### config.mk
export PLATFORM = sky130hd
export DESIGN_NAME = uart_vote_rx
export DESIGN_NICKNAME = d
export VERILOG_FILES = /design/src/rtl/rxv_pkg.sv /design/src/rtl/rxv_sync.sv /design/src/rtl/rxv_vote.sv /design/src/rtl/rxv_frame.sv /design/src/rtl/uart_vote_rx.sv
export SDC_FILE = /design/constraint.sdc
export NUM_CORES = 1
export LEC_CHECK = 0
export BUFFER_PORTS_ARGS = -buffer_cell sky130_fd_sc_hd__buf_2
export CAP_MARGIN = 20
export CORE_UTILIZATION = 40
export DETAILED_ROUTE_END_ITERATION = 10
export GPL_TIMING_DRIVEN = 0
export PLACE_DENSITY = 0.71
export SLEW_MARGIN = 0
export SYNTH_ARGS = -nofsm -noshare
export SYNTH_HDL_FRONTEND = slang
export SYNTH_SLANG_ARGS = --single-unit
### constraint.sdc
create_clock -name clk -period 1.8 [get_ports clk]
set_input_delay 0.36 -clock clk [delete_from_list [all_inputs] [get_ports clk]]
set_output_delay 0.36 -clock clk [all_outputs]
set_load 0.1 [all_outputs]
### src/rtl/rxv_pkg.sv
package rxv_pkg;
  localparam int RXV_DATA_W = 8;

  typedef enum logic {ST_IDLE, ST_RECV} rxv_state_t;

  // two-of-three majority
  function automatic logic maj3(input logic a, input logic b, input logic c);
    return (a & b) | (a & c) | (b & c);
  endfunction

  // assembly register holds the first data bit at the top: reverse into a byte
  function automatic logic [RXV_DATA_W-1:0] unpack_byte(input logic [RXV_DATA_W-1:0] sh);
    logic [RXV_DATA_W-1:0] r;
    for (int i = 0; i < RXV_DATA_W; i++) r[i] = sh[RXV_DATA_W-1-i];
    return r;
  endfunction
endpackage

### src/rtl/rxv_sync.sv
module rxv_sync #(
  parameter int STAGES = 2
) (
  input  logic clk,
  input  logic rst_n,
  input  logic d_in,
  output logic d_out
);
  logic [STAGES-1:0] chain;

  generate
    for (genvar g = 0; g < STAGES; g++) begin : g_stage
      always_ff @(posedge clk or negedge rst_n) begin
        if (!rst_n) chain[g] <= 1'b1;
        else if (g == 0) chain[g] <= d_in;
        else chain[g] <= chain[(g == 0) ? 0 : g-1];
      end
    end
  endgenerate

  assign d_out = chain[STAGES-1];
endmodule

### src/rtl/rxv_vote.sv
module rxv_vote #(
  parameter int OSR = 16,
  localparam int CW = $clog2(OSR),
  localparam int MID = OSR / 2
) (
  input  logic          clk,
  input  logic          rst_n,
  input  logic          tick,
  input  logic          active,
  input  logic [CW-1:0] phase,
  input  logic          line,
  output logic          bit_valid,
  output logic          bit_val
);
  import rxv_pkg::*;

  logic samp_a, samp_b;

  always_ff @(posedge clk or negedge rst_n) begin
    if (!rst_n) begin
      samp_a <= 1'b1;
      samp_b <= 1'b1;
    end else if (tick && active) begin
      if (phase == CW'(MID-1)) samp_a <= line;
      if (phase == CW'(MID))   samp_b <= line;
    end
  end

  assign bit_valid = tick && active && (phase == CW'(MID+1));
  assign bit_val   = maj3(samp_a, samp_b, line);

  // two agreeing early samples decide the bit
  assert_vote_agree_R2: assert property (@(posedge clk) disable iff (!rst_n)
    (bit_valid && (samp_a == samp_b)) |-> (bit_val == samp_a));
endmodule

### src/rtl/rxv_frame.sv
module rxv_frame #(
  parameter int OSR = 16,
  localparam int CW = $clog2(OSR),
  localparam int DW = rxv_pkg::RXV_DATA_W,
  localparam int SW = DW + 1
) (
  input  logic          clk,
  input  logic          rst_n,
  input  logic          tick,
  input  logic          rx_en,
  input  logic          line,
  input  logic          bit_valid,
  input  logic          bit_val,
  input  logic          filt_en,
  input  logic          ready_clr,
  output logic          active,
  output logic [CW-1:0] phase,
  output logic [DW-1:0] rx_byte,
  output logic          rx_stop,
  output logic          rx_ready
);
  import rxv_pkg::*;

  rxv_state_t    state;
  logic [SW-1:0] shreg;
  logic          prev_line;

  // named internal events
  logic edge_hit, first_bit, false_start, final_shift, deliver;

  assign active      = (state == ST_RECV);
  assign edge_hit    = tick && rx_en && !active && prev_line && !line;
  assign first_bit   = (shreg == {SW{1'b1}});
  assign false_start = bit_valid && active && first_bit && bit_val;
  assign final_shift = bit_valid && active && !shreg[SW-1];
  assign deliver     = final_shift && !rx_ready && (!filt_en || bit_val);

  always_ff @(posedge clk or negedge rst_n) begin
    if (!rst_n) prev_line <= 1'b1;
    else if (tick) prev_line <= line;
  end

  always_ff @(posedge clk or negedge rst_n) begin
    if (!rst_n) begin
      state <= ST_IDLE;
      phase <= '0;
      shreg <= {SW{1'b1}};
    end else if (!rx_en) begin
      state <= ST_IDLE;
    end else if (edge_hit) begin
      state <= ST_RECV;
      phase <= '0;
      shreg <= {SW{1'b1}};
    end else if (active && tick) begin
      phase <= phase + 1'b1;
      if (false_start || final_shift) state <= ST_IDLE;
      else if (bit_valid) shreg <= {shreg[SW-2:0], bit_val};
    end
  end

  always_ff @(posedge clk or negedge rst_n) begin
    if (!rst_n) begin
      rx_byte  <= '0;
      rx_stop  <= 1'b0;
      rx_ready <= 1'b0;
    end else if (deliver) begin
      rx_byte  <= unpack_byte(shreg[DW-1:0]);
      rx_stop  <= bit_val;
      rx_ready <= 1'b1;
    end else if (ready_clr) begin
      rx_ready <= 1'b0;
    end
  end

  assert_start_preload_R1: assert property (@(posedge clk) disable iff (!rst_n)
    edge_hit |=> (active && phase == '0 && shreg == {SW{1'b1}}));
  assert_false_start_idle_R3: assert property (@(posedge clk) disable iff (!rst_n)
    false_start |=> !active);
  assert_close_idle_R8: assert property (@(posedge clk) disable iff (!rst_n)
    final_shift |=> !active);
  assert_ready_from_close_R6: assert property (@(posedge clk) disable iff (!rst_n)
    $rose(rx_ready) |-> $past(final_shift));
  assert_hold_outputs_R7: assert property (@(posedge clk) disable iff (!rst_n)
    !deliver |=> ($stable(rx_byte) && $stable(rx_stop)));
  assert_clear_ready_R9: assert property (@(posedge clk) disable iff (!rst_n)
    (ready_clr && !deliver) |=> !rx_ready);
  assert_disable_idle_R10: assert property (@(posedge clk) disable iff (!rst_n)
    !rx_en |=> !active);
endmodule

### src/rtl/uart_vote_rx.sv
module uart_vote_rx #(
  parameter int OSR = 16,
  parameter int SYNC_STAGES = 2,
  localparam int CW = $clog2(OSR),
  localparam int DW = rxv_pkg::RXV_DATA_W
) (
  input  logic          clk,
  input  logic          rst_n,
  input  logic          tick16,
  input  logic          rx_en,
  input  logic          rx_in,
  input  logic          filt_en,
  input  logic          ready_clr,
  output logic [DW-1:0] rx_byte,
  output logic          rx_stop,
  output logic          rx_ready
);
  logic          line_s;
  logic          active;
  logic [CW-1:0] phase;
  logic          bit_valid, bit_val;

  rxv_sync #(.STAGES(SYNC_STAGES)) i_sync (
    .clk(clk), .rst_n(rst_n), .d_in(rx_in), .d_out(line_s)
  );

  rxv_vote #(.OSR(OSR)) i_vote (
    .clk(clk), .rst_n(rst_n), .tick(tick16), .active(active), .phase(phase),
    .line(line_s), .bit_valid(bit_valid), .bit_val(bit_val)
  );

  rxv_frame #(.OSR(OSR)) i_frame (
    .clk(clk), .rst_n(rst_n), .tick(tick16), .rx_en(rx_en), .line(line_s),
    .bit_valid(bit_valid), .bit_val(bit_val), .filt_en(filt_en),
    .ready_clr(ready_clr), .active(active), .phase(phase),
    .rx_byte(rx_byte), .rx_stop(rx_stop), .rx_ready(rx_ready)
  );
endmodule

==> reports/summary.txt, run 1 <==
Most used DFF post-synth: dfrtp_1
CP delay by family, top: compound AO/OA/AOI/OAI gates
Syn Area/Cell: 12.6 um2
Leak: 0.831 nW
post-cts hold buffer count: 0
Clock Power Share: 0.380
Critical Path RT: 2010 ps
nature of the critical path endpoint: flop
syn nets: 116
Clk Tree Root Cell: clkbuf_4
post-synthesis sequential element count: 29
I/O pin count: 17
core area: 3100 um2
Comb pwr share: 0.106
Die W: 59.8 um
Critical Path AT: 1990 ps
fin nets: 143
Worst Path Max Fanout: 5
R2R Setup Slk: 30 ps
TritonCTS clock tree: yes
first drt pass iteration count: 4
total grt overflow: 0
Post-synth EDFFs: 0
Net Switching: 0.349 mW
total internal power: 1.11 mW
DP Area: 1470 um2
area grow syn2layout: 21.8%
clk slew on worst S/H paths: 100 ps
Port Buffers: 16
chip height: 59.8 um
Rows: 20
status: completed
Cell variety after synth: 34
mapped cell area: 1340 um2
Die Area: 3580 um2
vias in the first global route: 931
H-tree lvl count: 2
register area share after synthesis: 0.556
cts bufs inserted: 5
DR vias: 899
Setup TNS: 0 ps
Fin Hold WS: 33.7 ps
Via density: 5.05
WP buf/inv: 1
Hold Path Class: primary input to asynchronous set/reset pin
Post-Route WL: 2.46 mm
Ant. Diodes: 0
fraction of layout cells with a size suffix above 1: 0.478
maximum clock path buffer count: 2
maxcap violations: 0
Setup CP Type: flop to flop
Post-Synthesis Cells: 106
slowest stage cell on the critical path: dfstp_2
first-pass GRT wire length: 4.16 mm
Overall Global Routing Usage: 0.166
Max Clock Skew: 12.6 ps
final worst-path cycle share: 0.986
asr flop ratio synth: 1.00
Crit path largest cell delay: 570 ps
Fin. Hold Viols: 0
hpwl dp: 1.66 mm
Peak VDD IR: 0.000457 V
Slew Viols, Final: 0
CP cell instances: a21o_1 -> o21ai_2 -> a2111o_1 -> buf_6 -> mux2_4
Final setup viols: 0
clk_lat worst skew: 330 ps
Synth Warn #: 0
unrepaired setup endpoints after global routing: true
crit start category: flop
switching share of power: 0.239
gp weighted congestion: 0.828
Period minus WS final: 1770 ps
DRC violations left: 0
pwr dens: 898 nW/um2
Tightest Pin Transition: 626 ps
antenna violations before repair: 0
Place WS: -81.7 ps
fmax: 564 MHz
Initial Util: 0.431
slew margin rel.: 0.583
clock sink count: 29
largest net degree at the start of global routing: 30
design area: 1630 um2
Final WS setup: 25.8 ps
Routed WL per cell: 13.8 um
post-route ant nets: 0
Iter 0 DRT Violations: 54
sequential power share: 0.514
Pwr Total: 1.46 mW
-- per-layer routing --
layer  vias up  wire (um)  global-route usage
li1        427          -                   -
met1       438       1090               0.191
met2        29       1210               0.267
met3         5        116              0.0498
met4         0         47               0.113
met5         -          0                   0
-- cell usage in the layout (no fill, tap or decap), types with 2 or more instances in the layout --
master / n
nand4_1: 2
ha_1: 2
inv_1: 6
dfrtp_1: 14
and4_1: 2
buf_6: 3
mux2_4: 8
nor2_1: 10
mux2i_1: 7
o41ai_1: 2
dfstp_2: 14
o21ai_0: 4
buf_2: 16
mux2_2: 3
clkbuf_4: 5
buf_4: 4
nand2_1: 6
-- cell type report --
class | count | area (um2)
Multi-Input combinational cell | 67 | 572
Sequential cell | 29 | 744
Inverter | 6 | 22.5
Buffer | 4 | 35.0
Clock buffer | 7 | 55.1
Timing Repair Buffer | 20 | 114
Clock inverter | 1 | 30.0
Tap cell | 44 | 55.1
Fill cell | 293 | 1480
-- registers in the layout, indices dropped and copies added (netlist names) --
register and count:
i_frame.rx_byte 8, i_sync.chain 1, i_frame.rx_stop 1, i_vote.samp_b 1, i_frame.prev_line 1, i_frame.rx_ready 1, i_frame.shreg 9, i_vote.samp_a 1
i_sync.d_out 1, i_frame.phase 4, i_frame.active 1
-- worst reg2reg max path: stages, from the launching register on --
cell and delay, ps:
dfstp_2 570, a21o_1 130, o21ai_2 60, a2111o_1 450, buf_6 160, mux2_4 290
-- synth_stat cells (2+ instances only) --
cell type | number | area (um2)
dfrtp_1 | 15 | 375
nand2_1 | 6 | 22.5
ha_1 | 3 | 37.5
nand4_1 | 2 | 12.5
mux2_2 | 3 | 33.8
o41ai_1 | 2 | 17.5
inv_1 | 6 | 22.5
nor2_1 | 10 | 37.5
and4_1 | 2 | 17.5
dfstp_2 | 14 | 368
mux2_4 | 8 | 120
buf_2 | 2 | 10.0
o21ai_0 | 5 | 25.0
mux2i_1 | 8 | 80.1
-- what timing repair did --
item                                    CTS  global route
buffers inserted                          2             1
endpoints found under the setup margin   16            17
resized for setup                         4            10
gates cloned                              0             1
pin swaps                                 0             1
-- power groups by stage --
| stage | Sequential [mW] | Clock (mW) | Combinational, mW |
|---|---|---|---|
| floorplan | 0.751 | 0 | 0.0886 |
| global placement | 0.761 | 0 | 0.125 |
| detailed placement | 0.762 | 0 | 0.134 |
| CTS | 0.750 | 0.574 | 0.146 |
| global route | 0.758 | 0.599 | 0.179 |
| finish | 0.751 | 0.556 | 0.155 |
-- stage by stage --
stage | utilization | std cells
floorplan | - | 106
global placement | 0.475 | 166
detailed placement | 0.475 | 166
CTS | 0.510 | 176
global route | 0.525 | 178
finish | 0.525 | 178
-- worst paths after layout --
kind / startpoint / endpoint / cells past startpoint
max: i_vote.samp_a$_DFFE_PN1P_ / i_frame.rx_byte[2]$_DFFE_PN0P_ / 5
min: rst_n / i_frame.rx_byte[7]$_DFFE_PN0P_ / 1
max reg2reg: i_vote.samp_a$_DFFE_PN1P_ / i_frame.rx_byte[2]$_DFFE_PN0P_ / 5
min reg2reg: i_sync.chain[0]$_DFF_PN1_ / i_sync.d_out$_DFF_PN1_ / 0
max in group asynchronous: rst_n / i_frame.rx_ready$_DFFE_PN0P_ / 1
min in group clk: rx_in / i_sync.chain[0]$_DFF_PN1_ / 1
-- cells by family after synthesis --
family,Yosys count,share of synthesized area
AND/OR/NAND/NOR,28,0.110
adder cells (fa/ha/maj),4,0.0356
buffers and inverters,10,0.0356
multiplexers,19,0.175
AO/OA/AOI/OAI,15,0.0815
flip-flops,29,0.556
XOR/XNOR,1,0.00656
No activity file was read; power rests on OpenSTA's default activity.
==> inputs of run 2 (changes only) <==
--- a/config.mk
+++ b/config.mk
@@ -8,6 +8,7 @@
 export BUFFER_PORTS_ARGS = -buffer_cell sky130_fd_sc_hd__buf_2
 export CAP_MARGIN = 20
 export CORE_UTILIZATION = 40
+export CTS_BUF_LIST = sky130_fd_sc_hd__clkbuf_2 sky130_fd_sc_hd__clkbuf_4 sky130_fd_sc_hd__clkbuf_8
 export DETAILED_ROUTE_END_ITERATION = 10
 export GPL_TIMING_DRIVEN = 0
 export PLACE_DENSITY = 0.71
==> reports/summary.txt, run 2 (synthesis results as in run 1) <==
antenna violations before repair: 0 (unchanged)
Via density: 5.04 (-0.11%)
most flop-heavy register: i_frame.shreg
first drt pass iteration count: 4 (unchanged)
DR vias: 898 (-0.11%)
crit start category: flop
chip height: 59.8 um (unchanged)
M2 GR Usage: 0.267 (unchanged)
final worst-path cycle share: 0.986 (about the same)
most common cell after layout, fill and taps aside: buf_2
Routed WL per cell: 13.9 um (+0.57%)
R2R Setup Slk: 20 ps (about the same)
maxcap violations: 0 (unchanged)
Iter 0 DRT Violations: 62 (+15%)
total grt overflow: 0 (unchanged)
biggest regs: i_frame.shreg x9, i_frame.rx_byte x8, i_frame.phase x4
Setup CP Type: flop to flop
Hold Path Class: primary input to asynchronous set/reset pin
DRC violations left: 0 (unchanged)
capture point of the worst reg-to-reg path: i_frame.rx_byte[2]$_DFFE_PN0P_
fmax: 563 MHz (about the same)
Clk Tree Root Cell: clkbuf_4
DP Area: 1470 um2 (unchanged)
fin nets: 143 (unchanged)
fraction of layout cells with a size suffix above 1: 0.485 (+0.00746)
gp weighted congestion: 0.828 (unchanged)
maximum clock path buffer count: 2 (unchanged)
Fin. Hold Viols: 0 (unchanged)
core area: 3100 um2 (unchanged)
Fin Hold WS: 35.0 ps (+1.25 ps)
post-cts hold buffer count: 0 (unchanged)
most frequent cells in the layout: buf_2 (16), dfrtp_1 (14), dfstp_2 (14)
I/O pin count: 17 (unchanged)
clk_lat worst skew: 330 ps (about the same)
Ant. Diodes: 0 (unchanged)
Worst Path Max Fanout: 5 (unchanged)
busiest grt layer: met2
Period minus WS final: 1780 ps (+1.35 ps)
Overall Global Routing Usage: 0.167 (+0.000460)
GR Util met3: 0.0498 (unchanged)
Worst Reg-to-Reg Cells: 5 (unchanged)
Rows: 20 (unchanged)
clk slew on worst S/H paths: 100 ps (about the same)
Peak VDD IR: 0.000460 V (+0.48%)
Critical Path RT: 2010 ps (about the same)
Critical Path AT: 1990 ps (about the same)
pwr dens: 905 nW/um2 (+0.76%)
Die Area: 3580 um2 (unchanged)
Leak: 0.835 nW (+0.41%)
cts bufs inserted: 5 (unchanged)
TritonCTS clock tree: yes
Die W: 59.8 um (unchanged)
placed cell count: 166 (unchanged)
first-pass GRT wire length: 4.17 mm (+0.34%)
nature of the critical path endpoint: flop
Tightest Pin Transition: 628 ps (+2.36 ps)
final std cells w/o fill: 178 (unchanged)
design area: 1630 um2 (+0.23%)
Slew Viols, Final: 0 (unchanged)
R2R Path Start: i_vote.samp_a$_DFFE_PN1P_
H-tree lvl count: 2 (unchanged)
status: completed
vias in the first global route: 934 (+0.32%)
area grow syn2layout: 22.1%
largest net degree at the start of global routing: 30 (unchanged)
Initial Util: 0.431 (unchanged)
slew margin rel.: 0.581 (-0.00157)
met1 Resource Use GR: 0.192 (+0.00139)
Max Clock Skew: 11.4 ps (-1.20 ps)
post-route ant nets: 0 (unchanged)
Final setup viols: 0 (unchanged)
unrepaired setup endpoints after global routing: true
clock sink count: 29 (unchanged)
hpwl dp: 1.66 mm (unchanged)
max reg flops: 9 (unchanged)
Post-Route WL: 2.48 mm (+0.57%)
Port Buffers: 16 (unchanged)
==> run 2: cell type report <==
type | count | area, um2
fill | 291 | 1470
inverter | 6 | 22.5
buffer | 4 | 35.0
sequential | 29 | 744
tap | 44 | 55.1
clock inverter | 1 | 30.0
clock buffer | 7 | 58.8
timing repair buffer | 20 | 114
multi-input combinational | 67 | 572
==> run 2: per-stage QoR <==
stage               worst slack, ps  TNS [ps]  power (mW)   util
floorplan                      65.5         0       0.839      -
global placement              -28.4      -213       0.886  0.475
detailed placement            -81.7      -508       0.896  0.475
CTS                            2.03         0        1.49  0.511
global route                  -37.0      -181        1.55  0.526
finish                         24.5         0        1.48  0.526
==> run 2: how the worst max path moves through the flow <==
stage          cells past startpoint  slack [ps]                           from                             end
2_1_floorplan                      5          70   i_frame.phase[2]$_DFFE_PN0P_  i_frame.rx_byte[0]$_DFFE_PN0P_
3_3_place_gp                       6         -30                         tick16  i_frame.rx_byte[4]$_DFFE_PN0P_
3_5_place_dp                       5         -80  i_frame.prev_line$_DFFE_PN1P_    i_frame.shreg[3]$_DFFE_PN1P_
4_1_cts                            5           2   i_frame.phase[2]$_DFFE_PN0P_  i_frame.rx_byte[1]$_DFFE_PN0P_
5_1_grt                            5         -40      i_vote.samp_b$_DFFE_PN1P_  i_frame.rx_byte[5]$_DFFE_PN0P_
6_report                           5          20      i_vote.samp_a$_DFFE_PN1P_  i_frame.rx_byte[2]$_DFFE_PN0P_
==> run 2: report_power, final <==
group | internal, mW | total, mW | switching (mW)
sequential | 0.713 | 0.751 | 0.0380
clock | 0.347 | 0.570 | 0.223
combinational | 0.0680 | 0.156 | 0.0876
total | 1.13 | 1.48 | 0.349
==> run 2: what timing repair did <==
action / CTS / global route
gates cloned: 0 / 1
pin swaps: 0 / 1
setup buffers: 2 / 1
endpoints found under the setup margin: 16 / 17
gates resized for setup: 4 / 10
==> run 2: metal layers <==
layer / up-vias / part of all wire
met5: - / 0
met4: 0 / 0.019
met3: 5 / 0.048
met2: 28 / 0.49
met1: 438 / 0.44
li1: 427 / -
==> run 2: critical path: stages (launching register included) <==
cell and delay [ps]:
dfstp_2 570, a21o_1 130, o21ai_2 60, a2111o_1 450, buf_6 160, mux2_4 290
